File: src/rtl/bldc_gate_pkg.sv
package bldc_gate_pkg;
  typedef enum logic [1:0] {
    GATE_OFF   = 2'd0,
    GATE_RUN   = 2'd1,
    GATE_BRAKE = 2'd2
  } gate_mode_e;
endpackage

File: src/rtl/gate_ramp.sv
module gate_ramp #(
  parameter int RAMP_W = 8
) (
  input  logic              clk,
  input  logic              rst,
  input  logic [RAMP_W-1:0] trip,
  output logic              wrap,
  output logic              pwm_on
);
  localparam logic [RAMP_W-1:0] RAMP_MAX = '1;

  logic [RAMP_W-1:0] ramp_q;

  always_ff @(posedge clk) begin
    if (rst) ramp_q <= '0;
    else     ramp_q <= ramp_q + 1'b1;
  end

  assign wrap   = (ramp_q == RAMP_MAX);
  assign pwm_on = (ramp_q > trip);
endmodule

File: src/rtl/gate_fault_latch.sv
module gate_fault_latch (
  input  logic clk,
  input  logic rst,
  input  logic oc_level,
  input  logic enable,
  input  logic wrap,
  output logic latched
);
  logic en_q;
  logic rearm;

  always_ff @(posedge clk) en_q <= enable;

  assign rearm = wrap | (enable & ~en_q);

  always_ff @(posedge clk) begin
    if (rst)           latched <= 1'b0;
    else if (oc_level) latched <= 1'b1;
    else if (rearm)    latched <= 1'b0;
  end
endmodule

File: src/rtl/gate_drive_stage.sv
module gate_drive_stage
  import bldc_gate_pkg::*;
#(
  parameter int PHASES = 3
) (
  input  logic                  clk,
  input  logic                  rst,
  input  gate_mode_e            mode,
  input  logic                  pwm_on,
  input  logic [2*PHASES-1:0]   req,
  output logic [2*PHASES-1:0]   drv
);
  localparam int NB = 2 * PHASES;

  logic [NB-1:0] drv_d;

  for (genvar p = 0; p < PHASES; p++) begin : g_phase
    always_comb begin
      unique case (mode)
        GATE_BRAKE: begin
          drv_d[p]          = 1'b0;
          drv_d[PHASES + p] = 1'b1;
        end
        GATE_RUN: begin
          drv_d[p]          = req[p];
          drv_d[PHASES + p] = req[PHASES + p] & pwm_on;
        end
        default: begin
          drv_d[p]          = 1'b0;
          drv_d[PHASES + p] = 1'b0;
        end
      endcase
    end
  end

  always_ff @(posedge clk) begin
    if (rst) drv <= '0;
    else     drv <= drv_d;
  end
endmodule

File: src/rtl/bldc_drive_gate.sv
module bldc_drive_gate
  import bldc_gate_pkg::*;
#(
  parameter int PHASES = 3,
  parameter int RAMP_W = 8
) (
  input  logic                clk,
  input  logic                rst,
  input  logic [2*PHASES-1:0] cmd_req,
  input  logic                brake,
  input  logic                enable,
  input  logic                oc_level,
  input  logic [RAMP_W-1:0]   trip,
  output logic [2*PHASES-1:0] drive,
  output logic                fault_latched
);
  logic       wrap;
  logic       pwm_on;
  gate_mode_e mode;

  gate_ramp #(.RAMP_W(RAMP_W)) u_ramp (
    .clk    (clk),
    .rst    (rst),
    .trip   (trip),
    .wrap   (wrap),
    .pwm_on (pwm_on)
  );

  gate_fault_latch u_fault (
    .clk      (clk),
    .rst      (rst),
    .oc_level (oc_level),
    .enable   (enable),
    .wrap     (wrap),
    .latched  (fault_latched)
  );

  always_comb begin
    if (brake)                                      mode = GATE_BRAKE;
    else if (!enable || oc_level || fault_latched)  mode = GATE_OFF;
    else                                            mode = GATE_RUN;
  end

  gate_drive_stage #(.PHASES(PHASES)) u_stage (
    .clk    (clk),
    .rst    (rst),
    .mode   (mode),
    .pwm_on (pwm_on),
    .req    (cmd_req),
    .drv    (drive)
  );
endmodule

File: config.mk
export PLATFORM = sky130hd
export DESIGN_NAME = bldc_drive_gate
export DESIGN_NICKNAME = d
export VERILOG_FILES = /design/src/rtl/bldc_gate_pkg.sv /design/src/rtl/gate_ramp.sv /design/src/rtl/gate_fault_latch.sv /design/src/rtl/gate_drive_stage.sv /design/src/rtl/bldc_drive_gate.sv
export SDC_FILE = /design/constraint.sdc
export NUM_CORES = 1
export LEC_CHECK = 0
export BUFFER_PORTS_ARGS = -buffer_cell sky130_fd_sc_hd__buf_2
export CAP_MARGIN = 20
export CORE_ASPECT_RATIO = 1.1
export CORE_MARGIN = 2
export CORE_UTILIZATION = 45
export CTS_BUF_LIST = sky130_fd_sc_hd__clkbuf_2 sky130_fd_sc_hd__clkbuf_4 sky130_fd_sc_hd__clkbuf_8
export DETAILED_ROUTE_END_ITERATION = 16
export HOLD_SLACK_MARGIN = 0.08
export MAX_ROUTING_LAYER = met4
export PLACE_DENSITY = 0.73
export SLEW_MARGIN = 20
export SYNTH_ARGS = -nofsm -noshare
export SYNTH_HDL_FRONTEND = slang
export SYNTH_SLANG_ARGS = --single-unit
File: constraint.sdc
create_clock -name clk -period 3 [get_ports clk]
set_clock_uncertainty 0.2 [all_clocks]
set_input_delay 0.15 -clock clk [delete_from_list [all_inputs] [get_ports clk]]
set_output_delay 0.15 -clock clk [all_outputs]
set_load 0.005 [all_outputs]
# Word-level counts from Yosys, hierarchy flattened
# Index checks and enable logic that the tools add are counted.
[totals] output_inout_bits=7 ff_bits=16
[classes] add_sub_neg=1 n_mux=7 eq_ne=3 n_bitwise=7 magnitude_cmp=1 n_reduce_logical=5
[op_table] op="adder 8 x 1 -> 8 bit, second input constant" n=1
[op_table] op="equality test 8 bit, second input constant" n=1
[op_table] op="> comparator 8 bit" n=1
[op_table] op="case mux 1 bit (2 select lines)" n=3
[op_table] op="bitwise AND 1 bit" n=4
[op_table] op="2-to-1 mux 1 bit" n=3
[op_table] op="equality test 2 x 1 -> 1 bit, second input constant" n=1
[op_table] op="equality test 2 bit, second input constant" n=1
[op_table] op="logical OR 1 bit" n=2
[op_table] op="2-to-1 mux 2 bit" n=1
[op_table] op="inverter 1 bit" n=2
[op_table] op="nonzero test 2 bit" n=1
[op_table] op="OR reduction 2 bit" n=1
[op_table] op="zero test 1 bit" n=1
[op_table] op="bitwise OR 1 bit" n=1

# Longest topological paths before layout
# Gate-level depths: netlist (run 1).
[logic_depth] word_depth=8 depth_mapped=7 mapped_depth_nobuf=7

# By module
# A second synthesis (run 1) with hierarchy kept.
[hier_totals] cells_unflattened=89 area_unflattened_um2=813.3
[by_module_without_submodules] mod="gate_ramp" cells_per_inst=61 n_inst=1 area_each_um2=511.7
[by_module_without_submodules] mod="gate_drive_stage" cells_per_inst=21 n_inst=1 area_each_um2=226.5
[by_module_without_submodules] mod="gate_fault_latch" cells_per_inst=6 n_inst=1 area_each_um2=60.1
[by_module_without_submodules] mod="bldc_drive_gate" cells_per_inst=1 n_inst=1 area_each_um2=15.0

# Worst setup path after synthesis (run 1)
# Ideal clock, no wire load.
[synth_path] path_kind="reg2reg" start="reg u_ramp.ramp_q[3]" end="reg u_stage.drv[3]" arrival_time_ps=1189 period_less_slack_ps=1509 stages_incl_launch_ff=7 path_slack_ps=1491 path_buffers=0 cell_sequence="dfxtp_1 -> ha_1 -> nand4_1 -> o21ai_0 -> a21oi_1 -> nor2_1 -> o21ai_1"
[synth_between] elab_chain_cells=3
[synth_rtl] element="from (decl)" line_no="gate_ramp.sv:12" text="logic [RAMP_W-1:0] ramp_q;"
[synth_rtl] element="from (signal assigned)" line_no="gate_ramp.sv:16" text="else ramp_q <= ramp_q + 1'b1;"
[synth_rtl] element="> comparator 8 bit" line_no="gate_ramp.sv:20" text="assign pwm_on = (ramp_q > trip);"
[synth_rtl] element="bitwise AND 1 bit" line_no="gate_drive_stage.sv:26" text="drv_d[PHASES + p] = req[PHASES + p] & pwm_on;"
[synth_rtl] element="case mux 1 bit (2 select lines)" line_no="gate_drive_stage.sv:19" text="unique case (mode)"
[synth_rtl] element="to (signal assigned)" line_no="gate_drive_stage.sv:38" text="else drv <= drv_d;"
[synth_rtl] element="to (decl)" line_no="gate_drive_stage.sv:11" text="output logic [2*PHASES-1:0] drv"
# Every way passes these cells.
# A chain may end at the register's enable or synchronous reset.

# Worst setup path in the final report (run 1)
[layout_path] start="reg u_ramp.ramp_q[3]" end="reg u_stage.drv[4]"
# Same word-level chain as after synthesis.

==> impl_metrics.py, run 1 <==
metrics = {
    "clock_tree": {
        "clk_latency_ps": 280,
        "cts_tree": "yes",
        "cts.sinks": 16,
        "h-tree-depth": 1,
        "cts.path.max_buffers": 2,
        "ctsResizeCount": 0,
        "postCtsSetupRepairBufs": 0,
        "cts-root-buf": "clkbuf_4",
        "hold_buffers": 16,
        "clk_pin_slew_ps": 90,
        "numCtsBuffers": 3,
    },
    "timing": {
        "hold_viol_final": 0,
        "rsz0062_at_grt": "false",
        "fin_setup_tns_ps": 0,
        "maxSlewHeadroom": 0.765,
        "fmax_ghz": 0.444,
        "tightest_slew_ps": 351,
        "fin_crit_ps": 2250,
        "setup_viol_count_final": 0,
        "maxSlewViolCount": 0,
        "finalWorstSetupSlack_ps": 746,
        "period_share": 0.751,
    },
    "yosys": {
        "syn_avg_cell_area_um2": 8.99,
        "synth_area_um2": 773,
        "synth-edff-count": 0,
        "ys_seq_area_frac": 0.414,
        "syn_nets": 114,
        "synthFlopType": "dfxtp_1",
        "synthArstFlopShare": 0,
        "yosys_warnings": 0,
        "yosys_register_bits": 16,
        "postSynthCellCount": 86,
        "synth_cell_types": 25,
    },
    "power_and_ir_drop": {
        "ir_worst_vdd_mv": 0.214,
        "seq_power_share": 0.569,
        "leakage_uw": 0.000530,
        "switchingPower_uw": 92.8,
        "combPwrFrac": 0.154,
        "cellPowerDensity_nw_per_um2": 361,
        "internal-power_uw": 304,
        "switching_share": 0.234,
        "clkPwrFrac": 0.277,
    },
    "floorplan": {
        "die_area_um2": 2070,
        "fp.dieH_um": 47.5,
        "ios": 26,
        "die_width_um": 43.5,
        "num_rows": 15,
        "initial_utilization": 0.485,
        "core_area_um2": 1600,
    },
    "place": {
        "post-place-ws_ps": 1330,
        "dp_hpwl_mm": 1.17,
        "port_buffers": 25,
        "dp_cells": 127,
        "gp_congestion": 0.791,
    },
    "final_layout": {
        "antenna_cells": 0,
        "finalNonFillerCells": 146,
        "layout-drive-gt1-share": 0.233,
        "nNetsFinal": 159,
        "nFillCells": 125,
        "area_growth_pct": 42.1,
        "multiInputGateArea_um2": 419,
        "seq_area_um2": 320,
    },
    "detailed_routing": {
        "wl_met1_um": 731,
        "avgViaCountPerCell": 5.10,
        "wl_per_cell_um": 11.7,
        "drt_pass1_iterations": 6,
        "drtIter0Drc": 7,
        "highest_layer": "met4",
        "routed_wl_mm": 1.71,
        "route.met2.wl_um": 884,
        "route.detailed.drc": 0,
        "vias": 744,
        "dr_wl_met3_um": 54,
        "drt.antenna.violating_nets": 0,
    },
    "worst_setup_path": {
        "arrival_ps": 2230,
        "reg2reg_from": "u_ramp.ramp_q[3]",
        "cp_top_family": "buffers and inverters",
        "start_kind": "flip-flop",
        "cp-end-kind": "flip-flop",
        "critical_path_class": "reg2reg",
        "critPathRequiredTime_ps": 2970,
        "critPathLaunch": "u_ramp.ramp_q[3]",
        "crit_path_cell_trace": "ha_1 -> nand4_1 -> o21ai_0 -> a21oi_1 -> nor2_1 -> o21ai_1 -> dlygate4sd3_1",
        "crit_path_top_delay_cell": "dlygate4sd3_1",
        "path_buf_inv": 1,
        "crit_fanout": 6,
        "max_stage_delay_ps": 560,
    },
    "global_route": {
        "grt_pass1_vias": 708,
        "track_usage": 0.198,
        "grt_max_degree": 15,
        "antenna_found_initial": 0,
        "grt-ovfl-total": 0,
        "grt_pass1_wl_mm": 2.84,
    },
    "min_path": {
        "hold_start": "u_ramp.ramp_q[0]",
        "hold_class": "reg2reg",
    },
    "flow_run": {
        "maxCapViolations": 0,
    },
    "status": {
        "status": "complete, no violations",
    },
}
## cell families after synthesis
family / synth area share
compound gates: 0.113
buf+inv: 0.0437
fa+ha+maj: 0.146
flops: 0.414
xor+xnor: 0.0453
simple gates: 0.238
## worst register-to-register path: stages (launching register included)
cell           delay (ps)
dfxtp_1               380
ha_1                  340
nand4_1               120
o21ai_0               180
a21oi_1                60
nor2_1                200
o21ai_1               110
dlygate4sd3_1         560
## flip-flops by register name, indices dropped and copies added (netlist names)
name / cells
u_fault.latched: 1
u_fault.en_q: 1
u_stage.drv: 6
u_ramp.ramp_q: 8
## stage by stage
step / cell area (um^2) / power [uW] / hold WS [ps] / util
2_1_floorplan: 773 / 255 / -22.3 / -
3_3_place_gp: 916 / 276 / 75.0 / 0.574
3_5_place_dp: 916 / 277 / 79.3 / 0.574
4_1_cts: 1100 / 397 / 286 / 0.689
5_1_grt: 1100 / 418 / 313 / 0.689
6_report: 1100 / 396 / 282 / 0.689
## routing by layer
metal | vias up | global-route usage
li1 | 380 | -
met1 | 343 | 0.216
met2 | 16 | 0.349
met3 | 5 | 0.0340
met4 | 0 | 0.109
met5 | - | -
## Yosys cell counts, drive strengths merged, types with 3 or more instances
cell type / instances / area share
a21oi: 4 / 0.026
and2: 3 / 0.024
dfxtp: 16 / 0.41
ha: 9 / 0.15
inv: 8 / 0.039
nand2: 4 / 0.019
nand2b: 5 / 0.040
nand3: 4 / 0.032
nand4: 3 / 0.024
nor2: 8 / 0.039
o21ai: 6 / 0.039
## cells in the final DEF (no fill, tap or decap), drive strengths merged
cell type | netlist | final
nor2b | 2 | 2
or3 | 2 | 2
a21o | 1 | 1
clkbuf | 1 | 3
buf | 0 | 25
nand4 | 3 | 3
inv | 8 | 8
dlygate4sd3 | 0 | 16
o211ai | 1 | 1
xor2 | 2 | 2
a31oi | 1 | 1
nor3b | 2 | 2
nand3 | 4 | 4
nand2 | 4 | 4
nor2 | 8 | 8
xnor2 | 2 | 2
o21ai | 6 | 6
a21oi | 4 | 4
a41oi | 1 | 1
a211oi | 1 | 1
nand2b | 5 | 5
dfxtp | 16 | 16
ha | 9 | 9
and2 | 3 | 3
## power groups by stage
stage                     combinational [uW]  sequential (uW)  clock, uW
after floorplan                         25.1              230          0
after global placement                  45.0              231          0
after detailed placement                46.0              231          0
after CTS                               60.3              226        111
after global routing                    70.0              227        121
final                                   61.2              226        110
## final timing paths
check | end | depth (start not counted) | slack (ps)
worst max-delay path | u_stage.drv[4] | 7 | 750
worst min-delay path | u_ramp.ramp_q[0] | 1 | 280
worst max register to register | u_stage.drv[4] | 7 | 750
worst min register to register | u_ramp.ramp_q[0] | 1 | 280
## area by class of cell
type                       instances  share of cell area
inverter                           8              0.0273
multi-input combinational         61               0.382
sequential                        16               0.292
clock buffer                       3              0.0205
tap                               17              0.0194
timing repair buffer              41               0.260
Power figures use the tool's default switching activity.
==> inputs of run 2 (changes only) <==
Clock period 3 ns to 2.2 ns, I/O delays scaled along.
==> impl_metrics.py, run 2 (same netlist as run 1, synthesis figures left out) <==
metrics = {
    "status": {
        "status": "complete, no violations",
    },
    "floorplan": {
        "core_area_um2": 1600,
        "num_rows": 15,
        "die_width_um": 43.5,
        "initial_utilization": 0.485,
        "fp.dieH_um": 47.5,
        "die_area_um2": 2070,
        "ios": 26,
    },
    "final_layout": {
        "reg.largest.list": "u_ramp.ramp_q x8, u_stage.drv x6",
        "layout-drive-gt1-share": 0.258,
        "top_register": "u_ramp.ramp_q",
        "seq_area_um2": 322,
        "antenna_cells": 0,
        "area_growth_pct": 41.6,
        "fin_area_um2": 1090,
        "nNetsFinal": 158,
        "layout_commonest_cell": "buf_2",
        "nFillCells": 130,
        "multiInputGateArea_um2": 424,
        "layout_common_cells": "25 x buf_2, 15 x dlygate4sd3_1, 15 x dfxtp_1",
        "largest_reg_flops": 8,
    },
    "min_path": {
        "hold_class": "reg2reg",
    },
    "timing": {
        "setup_viol_count_final": 0,
        "rsz0062_at_grt": "false",
        "fmax_ghz": 0.483,
        "maxSlewViolCount": 0,
        "tightest_slew_ps": 361,
        "period_share": 0.940,
        "fin_setup_tns_ps": 0,
        "maxSlewHeadroom": 0.759,
        "fin_crit_ps": 2070,
        "hold_viol_final": 0,
    },
    "place": {
        "port_buffers": 25,
        "dp_hpwl_mm": 1.17,
        "dpl_cell_area_um2": 916,
        "gp_congestion": 0.791,
    },
    "clock_tree": {
        "cts.sinks": 16,
        "cts_tree": "yes",
        "cts.path.max_buffers": 2,
        "h-tree-depth": 1,
        "postCtsSetupRepairBufs": 0,
        "cts-root-buf": "clkbuf_4",
        "clk_pin_slew_ps": 80,
        "numCtsBuffers": 3,
        "clk_latency_ps": 280,
    },
    "detailed_routing": {
        "drt_pass1_iterations": 6,
        "avgViaCountPerCell": 5.19,
        "vias": 752,
        "drtIter0Drc": 23,
        "drt.antenna.violating_nets": 0,
        "route.detailed.drc": 0,
        "wl_per_cell_um": 11.9,
        "routed_wl_mm": 1.73,
    },
    "worst_setup_path": {
        "cp-end-kind": "flip-flop",
        "critPathRequiredTime_ps": 2230,
        "start_kind": "input pin",
        "crit_fanout": 3,
        "arrival_ps": 2090,
        "critical_path_class": "in2reg",
    },
    "power_and_ir_drop": {
        "power.total_uw": 540,
        "leakage_uw": 0.000518,
        "cellPowerDensity_nw_per_um2": 493,
        "ir_worst_vdd_mv": 0.304,
    },
    "global_route": {
        "grt_pass1_wl_mm": 2.79,
        "antenna_found_initial": 0,
        "grt-ovfl-total": 0,
        "grt_max_degree": 15,
        "track_usage": 0.195,
        "grt_pass1_vias": 702,
    },
    "flow_run": {
        "maxCapViolations": 0,
    },
}
run 2: power by group:
| group | switching [uW] | internal, uW | leakage (uW) |
|---|---|---|---|
| Clock | 85.4 | 63.5 | 0.0000138 |
| Combinational | 33.4 | 49.4 | 0.000373 |
| Sequential | 7.71 | 300 | 0.000131 |
run 2: final timing paths:
check                    from                to  slack (ps)  cells past startpoint
min reg2reg  u_ramp.ramp_q[0]  u_ramp.ramp_q[0]         250                      1
min          u_ramp.ramp_q[0]  u_ramp.ramp_q[0]         250                      1
max reg2reg  u_ramp.ramp_q[1]   u_fault.latched         170                      7
max                  oc_level    u_stage.drv[2]         130                      6
run 2: critical path, stage by stage:
cell and delay (ps):
dlygate4sd3_1 530, buf_2 130, nor3b_2 230, nor3b_1 370, and2_1 180, dlygate4sd3_1 550
run 2: stage by stage:
stage                     std cells  utilization  hold WS (ps)  setup slack [ps]
after floorplan                  86            -         -62.3               691
after global placement          127        0.574          35.0               587
after detailed placement        127        0.574          39.3               529
after CTS                       145        0.682           278              93.5
after global routing            145        0.686           274              24.2
final                           145        0.686           251               131
run 2: layout make-up:
class,count,area share
repair buffers,40,0.251
multi-input cells,61,0.387
well taps,17,0.0194
flip-flops and latches,16,0.294
inverters,8,0.0274
clock buffers,3,0.0206
run 2: per-layer routing:
layer | up-vias | global-route usage | routed length [um]
li1 | 378 | - | -
met3 | 6 | 0.0340 | 98
met1 | 345 | 0.218 | 712
met2 | 23 | 0.334 | 870
met4 | 0 | 0.109 | 42
met5 | - | - | 0
run 2: repair_timing:
| action | in CTS | in global routing |
|---|---|---|
| gates resized for setup | 0 | 3 |
| hold buffers | 15 | 0 |
| endpoints found under the hold margin | 16 | 0 |
| setup endpoints to repair | 0 | 1 |
==> inputs of run 3 (changes only) <==
Settings changed: CORE_UTILIZATION 45 to 35, CTS_CLUSTER_DIAMETER set to 60, MAX_ROUTING_LAYER met4 to not set, PLACE_DENSITY 0.73 to not set.
==> impl_metrics.py, run 3 (same netlist as run 1, synthesis figures left out) <==
metrics = {
    "worst_setup_path": {
        "reg2reg_depth": 7,
        "critical_path_class": "in2reg",
        "reg2reg_from": "u_ramp.ramp_q[0]",
        "worst-r2r-setup-slack_ps": 180,
        "critPathRequiredTime_ps": 2230,
        "crit_fanout": 3,
        "cp-end-kind": "flip-flop",
        "r2r_end": "u_fault.latched",
        "arrival_ps": 2060,
        "start_kind": "input pin",
    },
    "floorplan": {
        "core_area_um2": 2040,
        "num_rows": 17,
        "ios": 26,
        "die_area_um2": 2600,
        "initial_utilization": 0.379,
        "fp.dieH_um": 53.3,
        "die_width_um": 48.8,
    },
    "final_layout": {
        "largest_reg_flops": 8,
        "layout-drive-gt1-share": 0.240,
        "area_growth_pct": 44.3,
        "reg.largest.list": "u_ramp.ramp_q x8, u_stage.drv x6",
        "top_register": "u_ramp.ramp_q",
        "layout_common_cells": "25 x buf_2, 16 x dfxtp_1, 15 x dlygate4sd3_1",
        "fin_area_um2": 1120,
        "nFillCells": 204,
        "layout_commonest_cell": "buf_2",
        "nNetsFinal": 158,
        "antenna_cells": 0,
    },
    "detailed_routing": {
        "highest_layer": "met4",
        "avgViaCountPerCell": 4.65,
        "drt.antenna.violating_nets": 0,
        "wl_met1_um": 693,
        "route.detailed.drc": 0,
        "vias": 730,
        "drt_pass1_iterations": 4,
        "routed_wl_mm": 1.70,
        "dr_wl_met3_um": 66,
        "route.met2.wl_um": 928,
        "wl_per_cell_um": 10.8,
        "drtIter0Drc": 14,
    },
    "timing": {
        "fmax_ghz": 0.491,
        "hold_viol_final": 0,
        "maxSlewViolCount": 0,
        "period_share": 0.926,
        "tightest_slew_ps": 324,
        "setup_viol_count_final": 0,
        "maxSlewHeadroom": 0.784,
        "hold_slack_ps": 274,
        "fin_setup_tns_ps": 0,
        "fin_crit_ps": 2040,
        "rsz0062_at_grt": "false",
    },
    "power_and_ir_drop": {
        "leakage_uw": 0.000527,
        "ir_worst_vdd_mv": 0.498,
        "power.total_uw": 581,
        "cellPowerDensity_nw_per_um2": 521,
    },
    "global_route": {
        "grt-ovfl-total": 0,
        "antenna_found_initial": 0,
        "grt_max_degree": 15,
        "grt_pass1_vias": 724,
        "grt_pass1_wl_mm": 2.90,
        "track_usage": 0.148,
    },
    "clock_tree": {
        "cts_tree": "yes",
        "clk_latency_ps": 290,
        "cts.path.max_buffers": 2,
        "cts-root-buf": "clkbuf_4",
        "numCtsBuffers": 3,
        "clk_pin_slew_ps": 80,
        "h-tree-depth": 1,
        "ctsResizeCount": 0,
        "cts.sinks": 16,
    },
    "min_path": {
        "holdPathStages": 1,
        "hold_class": "reg2reg",
        "whs_endpoint": "u_ramp.ramp_q[0]",
        "hold_start": "u_ramp.ramp_q[0]",
    },
    "flow_run": {
        "maxCapViolations": 0,
    },
    "place": {
        "dp_hpwl_mm": 1.19,
        "dpl_cell_area_um2": 930,
        "port_buffers": 25,
        "gp_congestion": 0.817,
    },
    "status": {
        "status": "complete, no violations",
    },
}
## run 3: area by class of cell
type	count	area, um^2	area share
clock buffers	4	36.3	0.0325
inverters	8	30.0	0.0269
well taps	28	35.0	0.0314
multi-input cells	61	419	0.376
repair buffers	40	275	0.247
flip-flops and latches	16	320	0.287
## run 3: what timing repair did
action	4_1_cts	5_1_grt
hold buffers	15	0
endpoints found under the hold margin	16	0
buffers inserted	0	0
## run 3: power by group
group	switching, uW	leakage, uW	internal (uW)	total (uW)
Combinational	33.1	0.000375	49.0	82.1
Sequential	7.27	0.000131	300	307
Clock	90.8	0.0000210	101	192
## run 3: worst max-delay path by stage
stage	startpoint	to	slack [ps]	cells after the start
after floorplan	u_ramp.ramp_q[3]	u_stage.drv[3]	690	6
after global placement	u_ramp.ramp_q[0]	u_stage.drv[4]	510	7
after detailed placement	u_ramp.ramp_q[3]	u_stage.drv[5]	510	6
after CTS	u_ramp.ramp_q[0]	u_fault.latched	170	7
after global routing	oc_level	u_stage.drv[1]	20	6
final	oc_level	u_stage.drv[2]	160	6
## run 3: metal layers
layer / vias to the layer above / GRT usage
met5: - / 0
met4: 0 / 0.0429
met3: 2 / 0.0537
met2: 13 / 0.288
met1: 333 / 0.148
li1: 382 / -
## run 3: critical path: stages
cell,delay [ps]
dlygate4sd3_1,540
buf_2,130
nor3b_2,230
nor3b_1,340
and2_1,170
dlygate4sd3_1,540
## run 3: stage by stage
stage	setup slack, ps	util	cells
global placement	512	0.455	138
detailed placement	505	0.455	138
CTS	168	0.547	157
finish	162	0.547	157
global route	23.3	0.547	157
floorplan	691	-	86
